[config.mk]
export PLATFORM = sky130hd
export DESIGN_NAME = tape_cmd_seq
export DESIGN_NICKNAME = d
export VERILOG_FILES = /design/src/rtl/tcs_pkg.sv /design/src/rtl/tcs_decode.sv /design/src/rtl/tcs_poll.sv /design/src/rtl/tcs_stop_timer.sv /design/src/rtl/tape_cmd_seq.sv
export SDC_FILE = /design/constraint.sdc
export NUM_CORES = 1
export LEC_CHECK = 0
export ABC_AREA = 1
export BUFFER_PORTS_ARGS = -buffer_cell sky130_fd_sc_hd__buf_2
export CORE_UTILIZATION = 49
export CTS_CLUSTER_SIZE = 8
export DETAILED_ROUTE_END_ITERATION = 10
export PLACE_DENSITY = 0.71
export SYNTH_ARGS = -nofsm -noshare
export SYNTH_HDL_FRONTEND = slang
export SYNTH_SLANG_ARGS = --single-unit
[constraint.sdc]
create_clock -name clk -period 2 [get_ports clk]
set_input_delay 0 -clock clk [delete_from_list [all_inputs] [get_ports clk]]
set_output_delay 0 -clock clk [all_outputs]
set_load 0.05 [all_outputs]
[src/rtl/tcs_pkg.sv]
package tcs_pkg;

  typedef enum logic [2:0] {
    ST_IDLE,
    ST_WAIT,
    ST_EXEC,
    ST_REJ,
    ST_HOLD
  } seq_state_t;

  localparam logic [3:0] OP_SEL = 4'd0;
  localparam logic [3:0] OP_RD  = 4'd4;
  localparam logic [3:0] OP_RDC = 4'd5;
  localparam logic [3:0] OP_WR  = 4'd8;
  localparam logic [3:0] OP_WRZ = 4'd9;
  localparam logic [3:0] OP_WFM = 4'd11;
  localparam logic [3:0] OP_BSR = 4'd12;
  localparam logic [3:0] OP_BSF = 4'd13;

  typedef struct packed {
    logic [1:0] unit;
    logic [3:0] op;
    logic       bad_form;
    logic       is_sel;
    logic       rd_data;
    logic       wr_data;
    logic       wr_class;
    logic       is_back;
  } cmd_info_t;

  // Field positions: word bit 0 is the MSB, so bits 6-7 are [9:8],
  // bits 8-11 are [7:4] and bits 12-15 are [3:0].
  function automatic cmd_info_t decode_word(input logic [9:0] w);
    cmd_info_t c;
    c.unit     = w[9:8];
    c.op       = w[3:0];
    c.bad_form = (w[7:4] != 4'd0) || (c.op >= 4'd1 && c.op <= 4'd3);
    c.is_sel   = (c.op == OP_SEL);
    c.rd_data  = (c.op == OP_RD) || (c.op == OP_RDC);
    c.wr_data  = (c.op == OP_WR) || (c.op == OP_WRZ);
    c.wr_class = (c.op >= OP_WR) && (c.op <= OP_WFM);
    c.is_back  = (c.op == OP_BSR) || (c.op == OP_BSF);
    return c;
  endfunction

  function automatic logic [1:0] next_unit(input logic [1:0] u);
    return u + 2'd1;
  endfunction

endpackage

[src/rtl/tcs_decode.sv]
module tcs_decode
  import tcs_pkg::*;
(
  input  logic [9:0] word,
  output cmd_info_t  info
);
  always_comb info = decode_word(word);
endmodule

[src/rtl/tcs_poll.sv]
module tcs_poll #(
  parameter int NU = 4,
  localparam int UW = $clog2(NU)
) (
  input  logic          clk,
  input  logic          rst_n,
  input  logic          clr,
  input  logic          step,
  input  logic [UW-1:0] cur,
  input  logic [NU-1:0] rdy,
  output logic [UW-1:0] nxt,
  output logic          rise
);
  logic [NU-1:0] seen;

  assign nxt  = cur + UW'(1);
  assign rise = rdy[nxt] & ~seen[nxt];

  for (genvar i = 0; i < NU; i++) begin : g_seen
    always_ff @(posedge clk or negedge rst_n) begin
      if (!rst_n)                          seen[i] <= 1'b0;
      else if (clr)                        seen[i] <= 1'b0;
      else if (step && nxt == UW'(i))      seen[i] <= rdy[i];
    end
  end
endmodule

[src/rtl/tcs_stop_timer.sv]
module tcs_stop_timer #(
  parameter int STOP_CYC = 416500,
  localparam int CW = $clog2(STOP_CYC + 1)
) (
  input  logic clk,
  input  logic rst_n,
  input  logic clr,
  input  logic start,
  output logic expire
);
  localparam logic [CW-1:0] LAST = CW'(STOP_CYC - 1);
  logic [CW-1:0] cnt;
  logic          running;

  assign expire = running && (cnt == LAST);

  always_ff @(posedge clk or negedge rst_n) begin
    if (!rst_n) begin
      cnt <= '0; running <= 1'b0;
    end else if (clr) begin
      cnt <= '0; running <= 1'b0;
    end else if (start) begin
      cnt <= '0; running <= 1'b1;
    end else if (running) begin
      if (expire) running <= 1'b0;
      else        cnt <= cnt + CW'(1);
    end
  end
endmodule

[src/rtl/tape_cmd_seq.sv]
module tape_cmd_seq
  import tcs_pkg::*;
#(
  parameter int STOP_CYC = 416500,
  localparam int UW = 2,
  localparam int NU = 1 << UW
) (
  input  logic          clk,
  input  logic          rst_n,
  input  logic          mclr,
  input  logic          bus_clr,
  input  logic          ctl_stb,
  input  logic [15:0]   ctl_word,
  input  logic          in_xfer_tgl,
  input  logic          out_xfer_tgl,
  input  logic          sio_active,
  input  logic [NU-1:0] unit_rdy,
  input  logic [NU-1:0] unit_wring,
  input  logic [NU-1:0] unit_lp,
  input  logic          exec_done,
  input  logic          exec_err,
  input  logic          int_ack,
  input  logic          int_clr,
  output logic [UW-1:0] sel_unit,
  output logic          svc_req,
  output logic          rej_flag,
  output logic          int_req,
  output logic          int_act,
  output logic          in_xfer,
  output logic          out_xfer,
  output logic          exec_start,
  output logic [3:0]    exec_cmd,
  output logic          busy
);
  seq_state_t state;
  logic [9:0] word_q;
  logic       cmd_en, wait_rd;
  cmd_info_t  info;
  logic [UW-1:0] poll_nxt;
  logic       poll_rise, tmr_expire;
  logic       unused_hi;

  // Named internal events
  logic ev_eval, ev_reject, ev_select, ev_noop, ev_wait, ev_motion;
  logic ev_go, ev_done_ok, ev_poll, ev_raise, ev_resume;

  assign unused_hi = ^ctl_word[15:10];
  assign busy      = (state != ST_IDLE);

  tcs_decode u_dec (.word(word_q), .info(info));

  tcs_poll #(.NU(NU)) u_poll (
    .clk(clk), .rst_n(rst_n), .clr(mclr), .step(ev_poll),
    .cur(sel_unit), .rdy(unit_rdy), .nxt(poll_nxt), .rise(poll_rise)
  );

  tcs_stop_timer #(.STOP_CYC(STOP_CYC)) u_tmr (
    .clk(clk), .rst_n(rst_n), .clr(mclr), .start(ev_reject), .expire(tmr_expire)
  );

  always_comb begin
    ev_eval = 1'b0; ev_reject = 1'b0; ev_select = 1'b0; ev_noop = 1'b0;
    ev_wait = 1'b0; ev_motion = 1'b0; ev_go = 1'b0; ev_done_ok = 1'b0;
    ev_poll = 1'b0; ev_raise = 1'b0; ev_resume = 1'b0;
    unique case (state)
      ST_IDLE: begin
        if (in_xfer || out_xfer) ev_reject = 1'b1;
        else if (cmd_en) begin
          ev_eval = 1'b1;
          if (info.bad_form)                                ev_reject = 1'b1;
          else if (info.is_sel)                             ev_select = 1'b1;
          else if (!unit_rdy[info.unit])                    ev_reject = 1'b1;
          else if (info.wr_class && !unit_wring[info.unit]) ev_reject = 1'b1;
          else if (info.is_back && unit_lp[info.unit])      ev_noop   = 1'b1;
          else if (info.rd_data || info.wr_data)            ev_wait   = 1'b1;
          else                                              ev_motion = 1'b1;
        end else if (!sio_active) begin
          ev_poll  = 1'b1;
          ev_raise = poll_rise;
        end
      end
      ST_WAIT: begin
        if (cmd_en)                                   ev_reject = 1'b1;
        else if (wait_rd ? out_xfer : in_xfer)        ev_reject = 1'b1;
        else if (wait_rd ? in_xfer : out_xfer)        ev_go     = 1'b1;
      end
      ST_EXEC: begin
        if (exec_done) begin
          ev_raise   = exec_err;
          ev_done_ok = !exec_err;
        end
      end
      ST_REJ:  ev_raise  = tmr_expire;
      ST_HOLD: ev_resume = !int_req && !int_act;
      default: ;
    endcase
  end

  always_ff @(posedge clk or negedge rst_n) begin
    if (!rst_n) begin
      state <= ST_IDLE; word_q <= '0; cmd_en <= 1'b0; wait_rd <= 1'b0;
      sel_unit <= '0; svc_req <= 1'b0; rej_flag <= 1'b0; int_req <= 1'b0;
      int_act <= 1'b0; in_xfer <= 1'b0; out_xfer <= 1'b0;
      exec_start <= 1'b0; exec_cmd <= '0;
    end else if (mclr) begin
      state <= ST_IDLE; word_q <= '0; cmd_en <= 1'b0; wait_rd <= 1'b0;
      sel_unit <= '0; svc_req <= 1'b0; rej_flag <= 1'b0; int_req <= 1'b0;
      int_act <= 1'b0; in_xfer <= 1'b0; out_xfer <= 1'b0;
      exec_start <= 1'b0; exec_cmd <= '0;
    end else begin
      exec_start <= 1'b0;
      if (ctl_stb)      svc_req  <= 1'b0;
      if (in_xfer_tgl)  in_xfer  <= 1'b1;
      if (out_xfer_tgl) out_xfer <= 1'b1;
      if (ev_eval) begin
        cmd_en <= 1'b0; rej_flag <= 1'b0; sel_unit <= info.unit;
      end
      if (ev_select || ev_noop || ev_wait || ev_done_ok) svc_req <= 1'b1;
      if (ev_wait) begin
        wait_rd <= info.rd_data; exec_cmd <= info.op; state <= ST_WAIT;
      end
      if (ev_motion) begin
        exec_start <= 1'b1; exec_cmd <= info.op; state <= ST_EXEC;
      end
      if (ev_go) begin
        exec_start <= 1'b1; state <= ST_EXEC;
      end
      if (ev_done_ok) begin
        in_xfer <= 1'b0; out_xfer <= 1'b0; state <= ST_IDLE;
      end
      if (ev_reject) begin
        rej_flag <= 1'b1; state <= ST_REJ;
      end
      if (ev_poll) sel_unit <= poll_nxt;
      if (ev_raise) begin
        int_req <= 1'b1; in_xfer <= 1'b0; out_xfer <= 1'b0;
        svc_req <= 1'b0; state <= ST_HOLD;
      end
      if (ev_resume) state <= ST_IDLE;
      if (ctl_stb) begin
        word_q <= ctl_word[9:0]; cmd_en <= 1'b1;
      end
      if (bus_clr) begin
        in_xfer <= 1'b0; out_xfer <= 1'b0; svc_req <= 1'b0;
      end
      if (int_ack && int_req) begin
        int_req <= 1'b0; int_act <= 1'b1;
      end
      if (int_clr) int_act <= 1'b0;
    end
  end

  // Assertions
  p_select_svc_r2: assert property (@(posedge clk) disable iff (!rst_n || mclr)
    (ev_select && !bus_clr) |=> svc_req);

  p_stop_wait_r8: assert property (@(posedge clk) disable iff (!rst_n || mclr)
    (state == ST_REJ && !tmr_expire) |=> (!int_req && state == ST_REJ));

  p_raise_clears_r9: assert property (@(posedge clk) disable iff (!rst_n || mclr)
    $rose(int_req) |-> (!in_xfer && !out_xfer && !svc_req));

  p_hold_stays_r9: assert property (@(posedge clk) disable iff (!rst_n || mclr)
    (state == ST_HOLD && (int_req || int_act)) |=> (state == ST_HOLD && !exec_start));

  p_poll_step_r10: assert property (@(posedge clk) disable iff (!rst_n || mclr)
    ev_poll |=> (sel_unit == $past(sel_unit) + 2'd1));

  p_ack_r11: assert property (@(posedge clk) disable iff (!rst_n || mclr)
    (int_ack && int_req && !int_clr) |=> (int_act && !int_req));

  p_start_exec_r7: assert property (@(posedge clk) disable iff (!rst_n)
    exec_start |-> (state == ST_EXEC));

endmodule

# Word level (Yosys, flattened, before mapping)
# Index checks and enable logic that the tools add are counted.
# totals
wordCells,225
output_inout_bits,14
register_bits,52
inputBits,40
# classes
n_reduce_logical,47
bitwise_logic,2
eq_ne,15
n_mux,134
addsub,2
order_cmp,6
# ops
operator,count
1-bit two-way mux,107
19-bit two-way mux,4
3-bit two-way mux,8
3-bit nonzero test,8
10-bit two-way mux,2
"19-bit by 1-bit adder with 19-bit output, second input constant",1
"19-bit equality test, second input constant",1
"4-bit equality test, second input constant",4
5-bit nonzero test,3
4-bit two-way mux,3
2-bit nonzero test,6
1-bit logical AND,11
1-bit binary-select mux with 2-bit select,5
1-bit logical OR,9
"4-bit by 3-bit equality test with 1-bit output, second input constant",2
8-bit nonzero test,1
"3-bit by 2-bit equality test with 1-bit output, second input constant",2
"2-bit by 3-bit < comparator with 1-bit output, second input constant",2
2-bit two-way mux,3
"2-bit equality test, second input constant",2
"4-bit by 1-bit >= comparator with 1-bit output, second input constant",1
"4-bit >= comparator, second input constant",1
"4-bit by 2-bit less-or-equal comparator with 1-bit output, second input constant",1
"4-bit less-or-equal comparator, second input constant",1
15 further kinds,18

# Longest topological paths before layout
# Gate-level depths: netlist (run 1).
# logic_depth
ltp_word,20
depth_mapped,13
mapped_depth_nobuf,13

# Modules after synthesis
# Synthesis (run 1) repeated with hierarchy kept, for this count alone.
# unflattened
hier_cells,512
hier_area_um2,3507.1
# by_module_without_submodules
module,area_per_inst_um2,cells_each,seq_area_each_um2,instances
tape_cmd_seq,1581.5,212,700.7,1
tcs_stop_timer,1500.2,232,500.5,1
tcs_poll,299.0,42,100.1,1
tcs_decode,126.4,26,0.0,1

# Worst setup path before layout (run 1)
# Ideal clock, no wire load.
# synth_path
path_type,flip-flop to flip-flop
from,register sel_unit[0]
to,register state[1]
path_stages_with_launch,11
path_slack_ns,-0.028
arrival_time_ns,1.961
path_buffers,0
required_time_ns,1.934
period_less_slack_ns,2.028
setup_time_ns,0.066
path_cell_list,dfrtp_1 -> inv_1 -> ha_1 -> nand3b_1 -> nand3_1 -> nand2_1 -> inv_1 -> nand3_1 -> nor2_1 -> nand4_1 -> nand2_1
# synth_via
elab_chain_len,12
word_cells_on_any_way,15
classes_between,add/sub: 1; mux: 11; bitwise: 2; reduce/logical: 1
# synth_rtl
item,line,text
from (decl),tape_cmd_seq.sv:24,"output logic [UW-1:0] sel_unit,"
from (signal assigned),tape_cmd_seq.sv:134,if (ev_poll) sel_unit <= poll_nxt;
2-bit by 1-bit adder with 2-bit output (*),tcs_poll.sv:16,assign nxt = cur + UW'(1);
1-bit binary-select mux with 2-bit select,tcs_poll.sv:17,assign rise = rdy[nxt] & ~seen[nxt];
1-bit two-way mux (implied by the code),tcs_poll.sv:17,
1-bit inverter,tcs_poll.sv:17,
1-bit bitwise AND (*),tcs_poll.sv:17,
1-bit two-way mux (*),tape_cmd_seq.sv:77,end else if (!sio_active) begin
1-bit two-way mux (*),tape_cmd_seq.sv:68,else if (cmd_en) begin
1-bit two-way mux (*),tape_cmd_seq.sv:67,if (in_xfer || out_xfer) ev_reject = 1'b1;
1-bit case mux with 3 select lines (*),tape_cmd_seq.sv:65,unique case (state)
3-bit two-way mux,tape_cmd_seq.sv:135,if (ev_raise) begin
3-bit two-way mux,tape_cmd_seq.sv:139,if (ev_resume) state <= ST_IDLE;
3-bit two-way mux,tape_cmd_seq.sv:105,end else if (mclr) begin
to (signal assigned),tape_cmd_seq.sv:106,state <= ST_IDLE; word_q <= '0; cmd_en <= 1'b0; wait_rd <= 1'b0;
to (signal assigned),tape_cmd_seq.sv:137,svc_req <= 1'b0; state <= ST_HOLD;
to (signal assigned),tape_cmd_seq.sv:139,
to (decl),tape_cmd_seq.sv:35,seq_state_t state;
# Every way passes the cells marked *; elsewhere a longest branch is shown, timed or not. The select of a mux whose other input is x is not followed.
# A chain may end at the register's enable or synchronous reset.

# Worst setup path after layout (run 1)
# layout_path
from,register sel_unit[0]
to,register state[0]
# The elaborated chain is that of the path after synthesis.

==> results of run 1 <==
## cell usage in the layout, fill, tap and decap left out, types with 2 or more instances in the layout
| cell type | n |
|---|---|
| nand2_1 | 90 |
| inv_1 | 62 |
| nor2_1 | 61 |
| dfrtp_1 | 49 |
| nand3_1 | 47 |
| buf_2 | 47 |
| o21ai_0 | 28 |
| nand4_1 | 21 |
| dlygate4sd3_1 | 19 |
| nor3_1 | 12 |
| buf_4 | 10 |
| a21oi_1 | 7 |
| nor2_2 | 5 |
| nand2_2 | 5 |
| xor2_1 | 5 |
| ha_1 | 5 |
| clkbuf_8 | 5 |
| nand3b_1 | 4 |
| xnor2_1 | 4 |
| o211ai_1 | 3 |
| o22ai_1 | 3 |
| dfrtp_2 | 3 |
| nor4_1 | 2 |
## cell families (layout without fill, tap and decap cells)
kind of cell    after synthesis  count (layout)  share of synthesized area [%]
compound gates               47              47                           8.53
buf+inv                      76             147                           10.0
flops                        52              52                           41.4
fa+ha+maj                     5               5                           1.99
simple gates                249             249                           35.5
xor+xnor                      9               9                           2.51
## registers in the layout (all words and copies together), names as in the netlist, 2 cells and up
register / cells
state: 3
exec_cmd: 4
u_poll.seen: 4
sel_unit: 2
word_q: 10
u_tmr.cnt: 19
## layout make-up
class	instances	area, µm²
clock buffers	5	68.8
inverters	63	236
flip-flops and latches	52	1310
multi-input cells	310	1530
clock inverters	3	42.5
repair buffers	76	500
fillers	553	2280
well taps	75	93.8
## synth_stat cells, drive strengths merged
| cell type | n |
|---|---|
| o22ai | 3 |
| nand4 | 21 |
| clkbuf | 3 |
| o211ai | 3 |
| xnor2 | 4 |
| nand3b | 4 |
| a21oi | 9 |
| dfrtp | 52 |
| nand3 | 47 |
| xor2 | 5 |
| a31oi | 1 |
| o31ai | 1 |
| nor3 | 12 |
| nor2 | 67 |
| ha | 5 |
| o21ai | 29 |
| a22oi | 1 |
| nor4 | 2 |
| nand2 | 96 |
| buf | 10 |
| inv | 63 |
## how the worst min path moves through the flow
stage | startpoint | depth (start not counted) | end | slack [ns]
3_3_place_gp | rst_n | 2 | u_poll.seen[0] | 0.16
6_report | unit_rdy[0] | 3 | u_poll.seen[0] | 0.02
5_1_grt | unit_rdy[0] | 3 | u_poll.seen[0] | 0.05
3_5_place_dp | rst_n | 2 | u_poll.seen[2] | 0.16
4_1_cts | unit_rdy[0] | 3 | u_poll.seen[0] | 0.01
2_1_floorplan | rst_n | 0 | cmd_en | -0.30
## power breakdown
| group | internal [mW] | switching (mW) | total, mW |
|---|---|---|---|
| clock | 0.371 | 0.357 | 0.728 |
| combinational | 0.348 | 0.781 | 1.13 |
| sequential | 1.15 | 0.106 | 1.26 |
| total | 1.87 | 1.24 | 3.11 |
## layer usage
layer  routed length (µm)  vias up  GRT usage (%)
met1                 3420     1451           32.5
met3                  265       11           3.89
met2                 3660       58           43.6
met4                  106        0           7.37
li1                     -     1552              -
met5                    0        -              0
## worst register-to-register path, cell delays in order (launching register included)
cell      delay, ns
dfrtp_2        0.45
inv_1          0.13
ha_1           0.27
nand3b_1       0.16
nand3_1        0.12
nand2_1        0.07
inv_1          0.10
nand3_1        0.11
nor2_2         0.18
nand4_1        0.11
nand2_1        0.07
## timing repair
action                                  in CTS  in global routing
gates resized for setup                      0                  4
endpoints found under the hold margin       69                  0
endpoints found under the setup margin       0                 13
hold buffers                                19                  0
buffers inserted                             0                  2
==> impl_metrics.yaml, run 1 <==
sta:
  finalHoldViolations: 0
  finalClockSkew_ns: 0.00758
  setup-violations-final: 0
  finalCritPeriodShare_pct: 91.6
  fmax_mhz: 546
  rsz0062_at_grt: "false"
  fin_hold_ws_ns: 0.0210
  setup-tns-final_ns: 0
  setup_ws_ns: 0.167
  finalCriticalPeriod_ns: 1.83
  final_max_slew_viol_count: 0
  maxSlewHeadroom_pct: 56.4
  tightest_slew_ns: 0.655
placed_design:
  gp_congestion: 0.871
  postPlaceCellArea_um2: 3450
  place_ws_ns: 0.108
  io_buffers: 47
  dpl.cell_count: 555
  hpwl_um: 5450
setup_path:
  ff2ff_path_depth: 10
  crit_slowest_cell: "dfrtp_2"
  start_kind: "register"
  cp_top_family: "simple AND/OR/NAND/NOR gates"
  cp.depth: 10
  worst-path-buf-inv: 2
  crit_path_cell_trace: "inv_1 -> ha_1 -> nand3b_1 -> nand3_1 -> nand2_1 -> inv_1 -> nand3_1 -> nor2_2 -> nand4_1 -> nand2_1"
  r2r_setup_slack_ns: 0.17
  cp.required_ns: 2.25
  critPathCapture: "state[0]"
  cp_data_arrival_time_ns: 2.08
  reg2reg_from: "sel_unit[0]"
  critPathMaxFanout: 6
  critPathLaunch: "sel_unit[0]"
  r2r_end: "state[0]"
  cp-end-kind: "register"
  critPathKind: "register to register"
  max_stage_delay_ns: 0.45
drt:
  viasPerCell: 5.26
  wl_per_cell_um: 12.8
  dr.first_iter.drc_count: 143
  via_count: 3072
  dr.pass1.iters: 4
  drc: 0
  antenna_left: 0
  drt-total-wl_um: 7450
synthesis:
  synth_seq_area_share_pct: 41.4
  synth_area_leaders: "dfrtp_1 41%, nand2_1 11%, nor2_1 7.5%"
  synth_cell_types: 32
  synth.top_cell.area_share_pct: 41.4
  ys_ff_latch: 52
  postSynthCellCount: 438
  syn_area_um2: 3140
  syn_nets: 483
  ys_warn_count: 0
  yosysTopAreaCell: "dfrtp_1"
  synth.avg_cell_area_um2: 7.17
finish:
  postLayoutCoreUtil_pct: 62.3
  layout.cells.non_filler: 584
  final_area_um2: 3780
  area_growth_pct: 20.3
  drive_gt1_share_pct: 16.3
  final_nets: 553
  antenna_cells: 0
pwr:
  irDropWorstVdd_mv: 0.475
  design_power_total_mw: 3.11
  power_density_nw_per_um2: 824
  p_leak_nw: 1.87
global_route:
  grt_start_max_net_pins: 53
  grt_pass1_wl_um: 13100
  antenna_found_initial: 0
  first_global_vias: 2997
  overflow: 0
  grt.total_usage_pct: 25.3
floorplanning:
  die_w_um: 82.1
  die_h_um: 82.1
  start_util_pct: 51.8
  io_pins: 54
  dieArea_um2: 6730
  coreArea_um2: 6060
  rows: 28
clock_tree:
  clk_pin_slew_worst_paths_ns: 0.09
  cts_tree: "yes"
  htreeDepth: 2
  clock-root-buffer: "clkbuf_8"
  clk_latency_ns: 0.31
  cts.sink_count: 52
  numCtsBuffers: 5
  cts.path.max_buffers: 2
run_status:
  status: "finished clean"
run:
  maxCapViolCount: 0
worst_hold_path:
  hp-class: "primary input to register"
(Power assumes the default switching activity.)
==> run 2, diff against run 1 <==
Settings changed: BUFFER_PORTS_ARGS -buffer_cell sky130_fd_sc_hd__buf_2 to -buffer_cell sky130_fd_sc_hd__clkbuf_2.
==> run 2 against run 1 <==
  * Flip-flop and latch count unchanged
  * Sequential power about the same
  * Setup slack got worse by 0.0050 ns
  * Largest power group unchanged
  * Worst hold slack got worse by 0.016 ns
  * Core utilization decreased by 0.27 points
  * Largest cell class unchanged
  * Die area unchanged
  * Fmax decreased by 0.27%
  * Highest routed layer unchanged
==> impl_metrics.yaml, run 2 (synthesized netlist as in run 1, its figures left out) <==
global_route:
  first_global_vias: 2912
  grt.total_usage_pct: 25.2
  grt_start_max_net_pins: 32
  grt_pass1_wl_um: 12900
  antenna_found_initial: 0
  overflow: 0
sta:
  rsz0062_at_grt: "false"
  maxSlewHeadroom_pct: 60.2
  setup-tns-final_ns: 0
  fin_hold_ws_ns: 0.00544
  finalCritPeriodShare_pct: 91.9
  finalHoldViolations: 0
  finalClockSkew_ns: 0.0112
  finalCriticalPeriod_ns: 1.84
  tightest_slew_ns: 0.597
  setup-violations-final: 0
  final_max_slew_viol_count: 0
  fmax_mhz: 544
finish:
  final_nets: 548
  area_growth_pct: 19.8
  drive_gt1_share_pct: 15.7
  final_area_um2: 3760
  reg_top3: "u_tmr.cnt x19, word_q x10"
  layout_commonest_cell: "nand2_1"
  fill_cells: 546
  top_register: "u_tmr.cnt"
  layout_common_cells: "90 x nand2_1, 62 x inv_1, 62 x nor2_1"
  largest_reg_flops: 19
  antenna_cells: 0
floorplanning:
  dieArea_um2: 6730
  rows: 28
  start_util_pct: 51.8
  die_h_um: 82.1
  io_pins: 54
  coreArea_um2: 6060
  die_w_um: 82.1
setup_path:
  cp_data_arrival_time_ns: 2.09
  max_stage_delay_ns: 0.44
  critPathMaxFanout: 8
  critPathKind: "register to register"
  crit_slowest_cell: "dfrtp_2"
  start_kind: "register"
  crit_path_cell_trace: "inv_1 -> ha_1 -> nand3b_1 -> nand3_1 -> nand2_1 -> inv_1 -> nand3_1 -> nor2_1 -> nand4_1 -> nand2_1"
  cp-end-kind: "register"
  cp.required_ns: 2.25
clock_tree:
  cts_setup_buffers: 0
  cts_tree: "yes"
  numCtsBuffers: 5
  clock-root-buffer: "clkbuf_8"
  clk_pin_slew_worst_paths_ns: 0.09
  htreeDepth: 2
  cts.path.max_buffers: 2
  clk_latency_ns: 0.31
  cts.sink_count: 52
drt:
  dr.first_iter.drc_count: 213
  viasPerCell: 5.23
  dr.pass1.iters: 4
  drt-total-wl_um: 7480
  antenna_left: 0
  drc: 0
  via_count: 3022
  wl_per_cell_um: 12.9
placed_design:
  gp_congestion: 0.916
  postPlaceCellArea_um2: 3470
  hpwl_um: 5590
  io_buffers: 47
pwr:
  p_leak_nw: 1.86
  irDropWorstVdd_mv: 0.522
  power_density_nw_per_um2: 860
worst_hold_path:
  hp-class: "primary input to register"
run:
  maxCapViolCount: 0
run_status:
  status: "finished clean"
==> run 2: cell count changes in the layout (fill, tap and decap cells not counted), moves of 3 or more <==
| cell | previous run | this run |
|---|---|---|
| buf_2 | 47 | 0 |
| buf_4 | 10 | 7 |
| dlygate4sd3_1 | 19 | 16 |
| clkbuf_2 | 0 | 47 |
==> run 2: worst paths after layout <==
kind / start / to / slack (ns) / cells after the start
worst max-delay path: sel_unit[0] / state[0] / 0.16 / 10
worst min-delay path: unit_rdy[1] / u_poll.seen[1] / 0.005 / 3
worst max register to register: sel_unit[0] / state[0] / 0.16 / 10
worst min register to register: rej_flag / rej_flag / 0.50 / 2
max in group asynchronous: rst_n / cmd_en / 1.21 / 3
min in group asynchronous: rst_n / word_q[9] / 0.22 / 2
==> run 2: repair_timing <==
action,in CTS,in global routing
resized for setup,0,3
hold endpoints to repair,36,0
hold buffers,16,0
setup endpoints to repair,0,19
==> run 2: critical path: cells and delay by family (launching register included) <==
family	cells	cell delay, ns
adders and majority gates	1	0.33
and+or+nand+nor	7	0.80
buffers and inverters	2	0.21
DFF	1	0.44
==> run 2: cell type report <==
cell class	count	area, µm²	area share (%)
multi-input combinational	310	1530	40.7
clock buffer	5	68.8	1.83
clock inverter	2	60.1	1.60
timing repair buffer	71	468	12.4
tap	75	93.8	2.50
inverter	63	236	6.29
sequential	52	1300	34.7
==> run 2: metrics by stage <==
stage	utilization [%]	total power, mW	cells	worst slack, ns
3_3_place_gp	57.2	2.37	555	0.215
4_1_cts	62.0	3.25	578	0.170
5_1_grt	62.1	3.42	578	0.000292
3_5_place_dp	57.2	2.38	555	0.189
6_report	62.1	3.23	578	0.162
2_1_floorplan	-	2.07	438	0.108
==> run 2: per-layer routing <==
metal | part of all wire, % | vias to the layer above | global-route usage [%]
li1 | - | 1555 | -
met1 | 46 | 1402 | 32.4
met2 | 49 | 56 | 42.8
met3 | 3.1 | 9 | 3.89
met4 | 1.4 | 0 | 8.42
met5 | 0 | - | 0
==> run 2: report_power, final <==
group	total, mW	switching [mW]	internal (mW)
registers	1.26	0.106	1.15
logic	1.13	0.779	0.353
clock network	0.845	0.353	0.493
==> run 3, diff against run 2 <==
Settings changed: PLACE_DENSITY 0.71 to 0.7, SYNTH_HIERARCHICAL set to 1.
==> run 3 against run 2 <==
  * Clock skew is 0.0027 ns higher
  * Via count rose by 13%
  * Synthesized area rose by 12%
  * Combinational power is 35% higher
  * Sequential share of layout area down 4.6 points
  * Die area is 11% higher
  * First-iteration DRC count down 21%
  * Clock-buffer cell count increased by 1
  * Cell area up 16%
  * Worst hold slack gained 0.0077 ns
  * Wire length grew 12%
  * Largest cell class unchanged
==> impl_metrics.yaml, run 3 <==
run_status:
  status: "finished clean"
placed_design:
  postPlaceCellArea_um2: 3950
  dpl.cell_count: 657
  place_ws_ns: 0.0906
  gp_congestion: 0.905
  io_buffers: 47
  hpwl_um: 6280
setup_path:
  critPathLaunch: "sel_unit[1]"
  critPathKind: "register to register"
  ff2ff_path_depth: 10
  r2r_end: "state[0]"
  critPathMaxFanout: 5
  cp_data_arrival_time_ns: 2.10
  reg2reg_from: "sel_unit[1]"
  r2r_setup_slack_ns: 0.14
  start_kind: "register"
  critPathCapture: "state[0]"
  cp.required_ns: 2.24
  cp-end-kind: "register"
finish:
  reg_top3: "u_tmr/cnt x19, word_q x10"
  antenna_cells: 0
  drive_gt1_share_pct: 23.2
  layout_commonest_cell: "nand2_1"
  top_register: "u_tmr/cnt"
  area_growth_pct: 23.9
  largest_reg_flops: 19
  layout.cells.non_filler: 686
  final_nets: 635
  final_area_um2: 4340
  layout_common_cells: "139 x nand2_1, 67 x inv_1, 59 x nor2_1"
clock_tree:
  clk_pin_slew_worst_paths_ns: 0.10
  numCtsBuffers: 5
  cts_tree: "yes"
  cts.path.max_buffers: 2
  cts.sink_count: 52
  clk_latency_ns: 0.31
  clock-root-buffer: "clkbuf_8"
  htreeDepth: 2
sta:
  rsz0062_at_grt: "true"
  final_max_slew_viol_count: 0
  setup-violations-final: 0
  setup_ws_ns: 0.141
  finalCritPeriodShare_pct: 92.9
  finalHoldViolations: 0
  setup-tns-final_ns: 0
  fmax_mhz: 538
  maxSlewHeadroom_pct: 52.1
  finalClockSkew_ns: 0.0139
  finalCriticalPeriod_ns: 1.86
  tightest_slew_ns: 0.718
  fin_hold_ws_ns: 0.0131
global_route:
  grt_start_max_net_pins: 28
  antenna_found_initial: 0
  overflow: 0
  first_global_vias: 3227
  grt.total_usage_pct: 24.3
  grt_pass1_wl_um: 14400
synthesis:
  yosysTopAreaCell: "dfrtp_1"
  ys_warn_count: 6
  synthArstFlopShare_pct: 100
  synth.avg_cell_area_um2: 6.85
  synth_area_leaders: "dfrtp_1 37%, nand2_1 16%, nand3_1 8.3%"
  synth-edff-count: 0
  synth_most_common_cell: "nand2_1"
  syn_area_um2: 3510
  synth_flop_cell: "dfrtp_1"
  synth_seq_area_share_pct: 37.1
  ys_ff_latch: 52
  synth.top_cell.area_share_pct: 37.1
  synth_cell_types: 38
  ys_top_cells_by_count: "146 x nand2_1, 70 x inv_1, 59 x nor2_1"
  postSynthCellCount: 512
  syn_nets: 558
pwr:
  combPwrFrac_pct: 43.4
  switching_power_mw: 1.41
  p_leak_nw: 2.31
  p_clk_share_pct: 21.6
  irDropWorstVdd_mv: 0.504
  p_int_mw: 2.12
  power_density_nw_per_um2: 813
  p_sw_share_pct: 39.9
  seqPwrFrac_pct: 34.9
drt:
  dr.first_iter.drc_count: 168
  viasPerCell: 4.99
  drt-total-wl_um: 8390
  via_count: 3422
  dr.pass1.iters: 4
  drc: 0
  antenna_left: 0
  wl_per_cell_um: 12.2
floorplanning:
  rows: 30
  die_w_um: 86.6
  io_pins: 54
  dieArea_um2: 7500
  coreArea_um2: 6870
  start_util_pct: 51.1
  die_h_um: 86.6
worst_hold_path:
  hp-class: "primary input to register"
run:
  maxCapViolCount: 0
[run 3: cell count changes after synthesis, sizes merged, moves of 4 or more]
cell | previous run | this run
inv | 63 | 73
nand3 | 47 | 62
nand2 | 96 | 152
xor2 | 5 | 0
nand4 | 21 | 10
buf | 10 | 14
a21oi | 9 | 17
xnor2 | 4 | 0
[run 3: what timing repair did]
action | CTS | global route
buffers inserted | 0 | 2
hold endpoints to repair | 43 | 0
hold buffers | 19 | 0
gates resized for setup | 0 | 29
setup endpoints to repair | 0 | 22
[run 3: metal layers]
metal  vias to the layer above  wire (µm)  track usage (%)
met5                         -          0                0
met4                         0        116             7.42
met3                        12        302             3.71
met2                        69       4210             43.3
met1                      1570       3760             30.4
li1                       1771          -                -
[run 3: final cells by class]
cell class,count,area (µm²)
Clock buffer,6,82.6
Clock inverter,2,38.8
Fill cell,632,2520
Inverter,75,292
Multi-Input combinational cell,365,1850
Sequential cell,52,1310
Tap cell,96,120
Timing Repair Buffer,90,654
[run 3: worst max-delay path, cell delays in order (launching register included)]
cell,delay [ns]
dfrtp_1,0.45
inv_1,0.10
ha_1,0.34
inv_1,0.05
nand3_1,0.07
nand2_1,0.08
nand3_1,0.10
nand3_1,0.16
nor2_1,0.24
nand4_1,0.12
nand2_1,0.09
[run 3: power groups by stage]
stage	clock network, mW	registers [mW]	logic (mW)
finish	0.764	1.23	1.53
global route	0.832	1.25	1.69
CTS	0.786	1.23	1.45
detailed placement	0	1.25	1.42
global placement	0	1.25	1.40
floorplan	0	1.38	0.822
[run 3: metrics by stage]
step	power, mW	utilization [%]
3_5_place_dp	2.67	57.5
4_1_cts	3.47	62.0
6_report	3.53	63.2
5_1_grt	3.76	63.2
2_1_floorplan	2.20	-
3_3_place_gp	2.65	57.5
[run 3: cell families after synthesis]
group,synth area share (%)
simple gates,40.3
buf+inv,11.6
fa+ha+maj,2.14
mux,0.285
flops,37.1
compound gates,8.53
[run 3: how the worst min path moves through the flow]
stage,startpoint,endpoint,depth (start not counted)
after floorplan,rst_n,cmd_en,0
after global placement,rst_n,u_poll/seen[0],1
after detailed placement,rst_n,u_poll/seen[0],1
after CTS,unit_rdy[2],u_poll/seen[2],3
after global routing,unit_rdy[2],u_poll/seen[2],3
final,unit_rdy[2],u_poll/seen[2],3
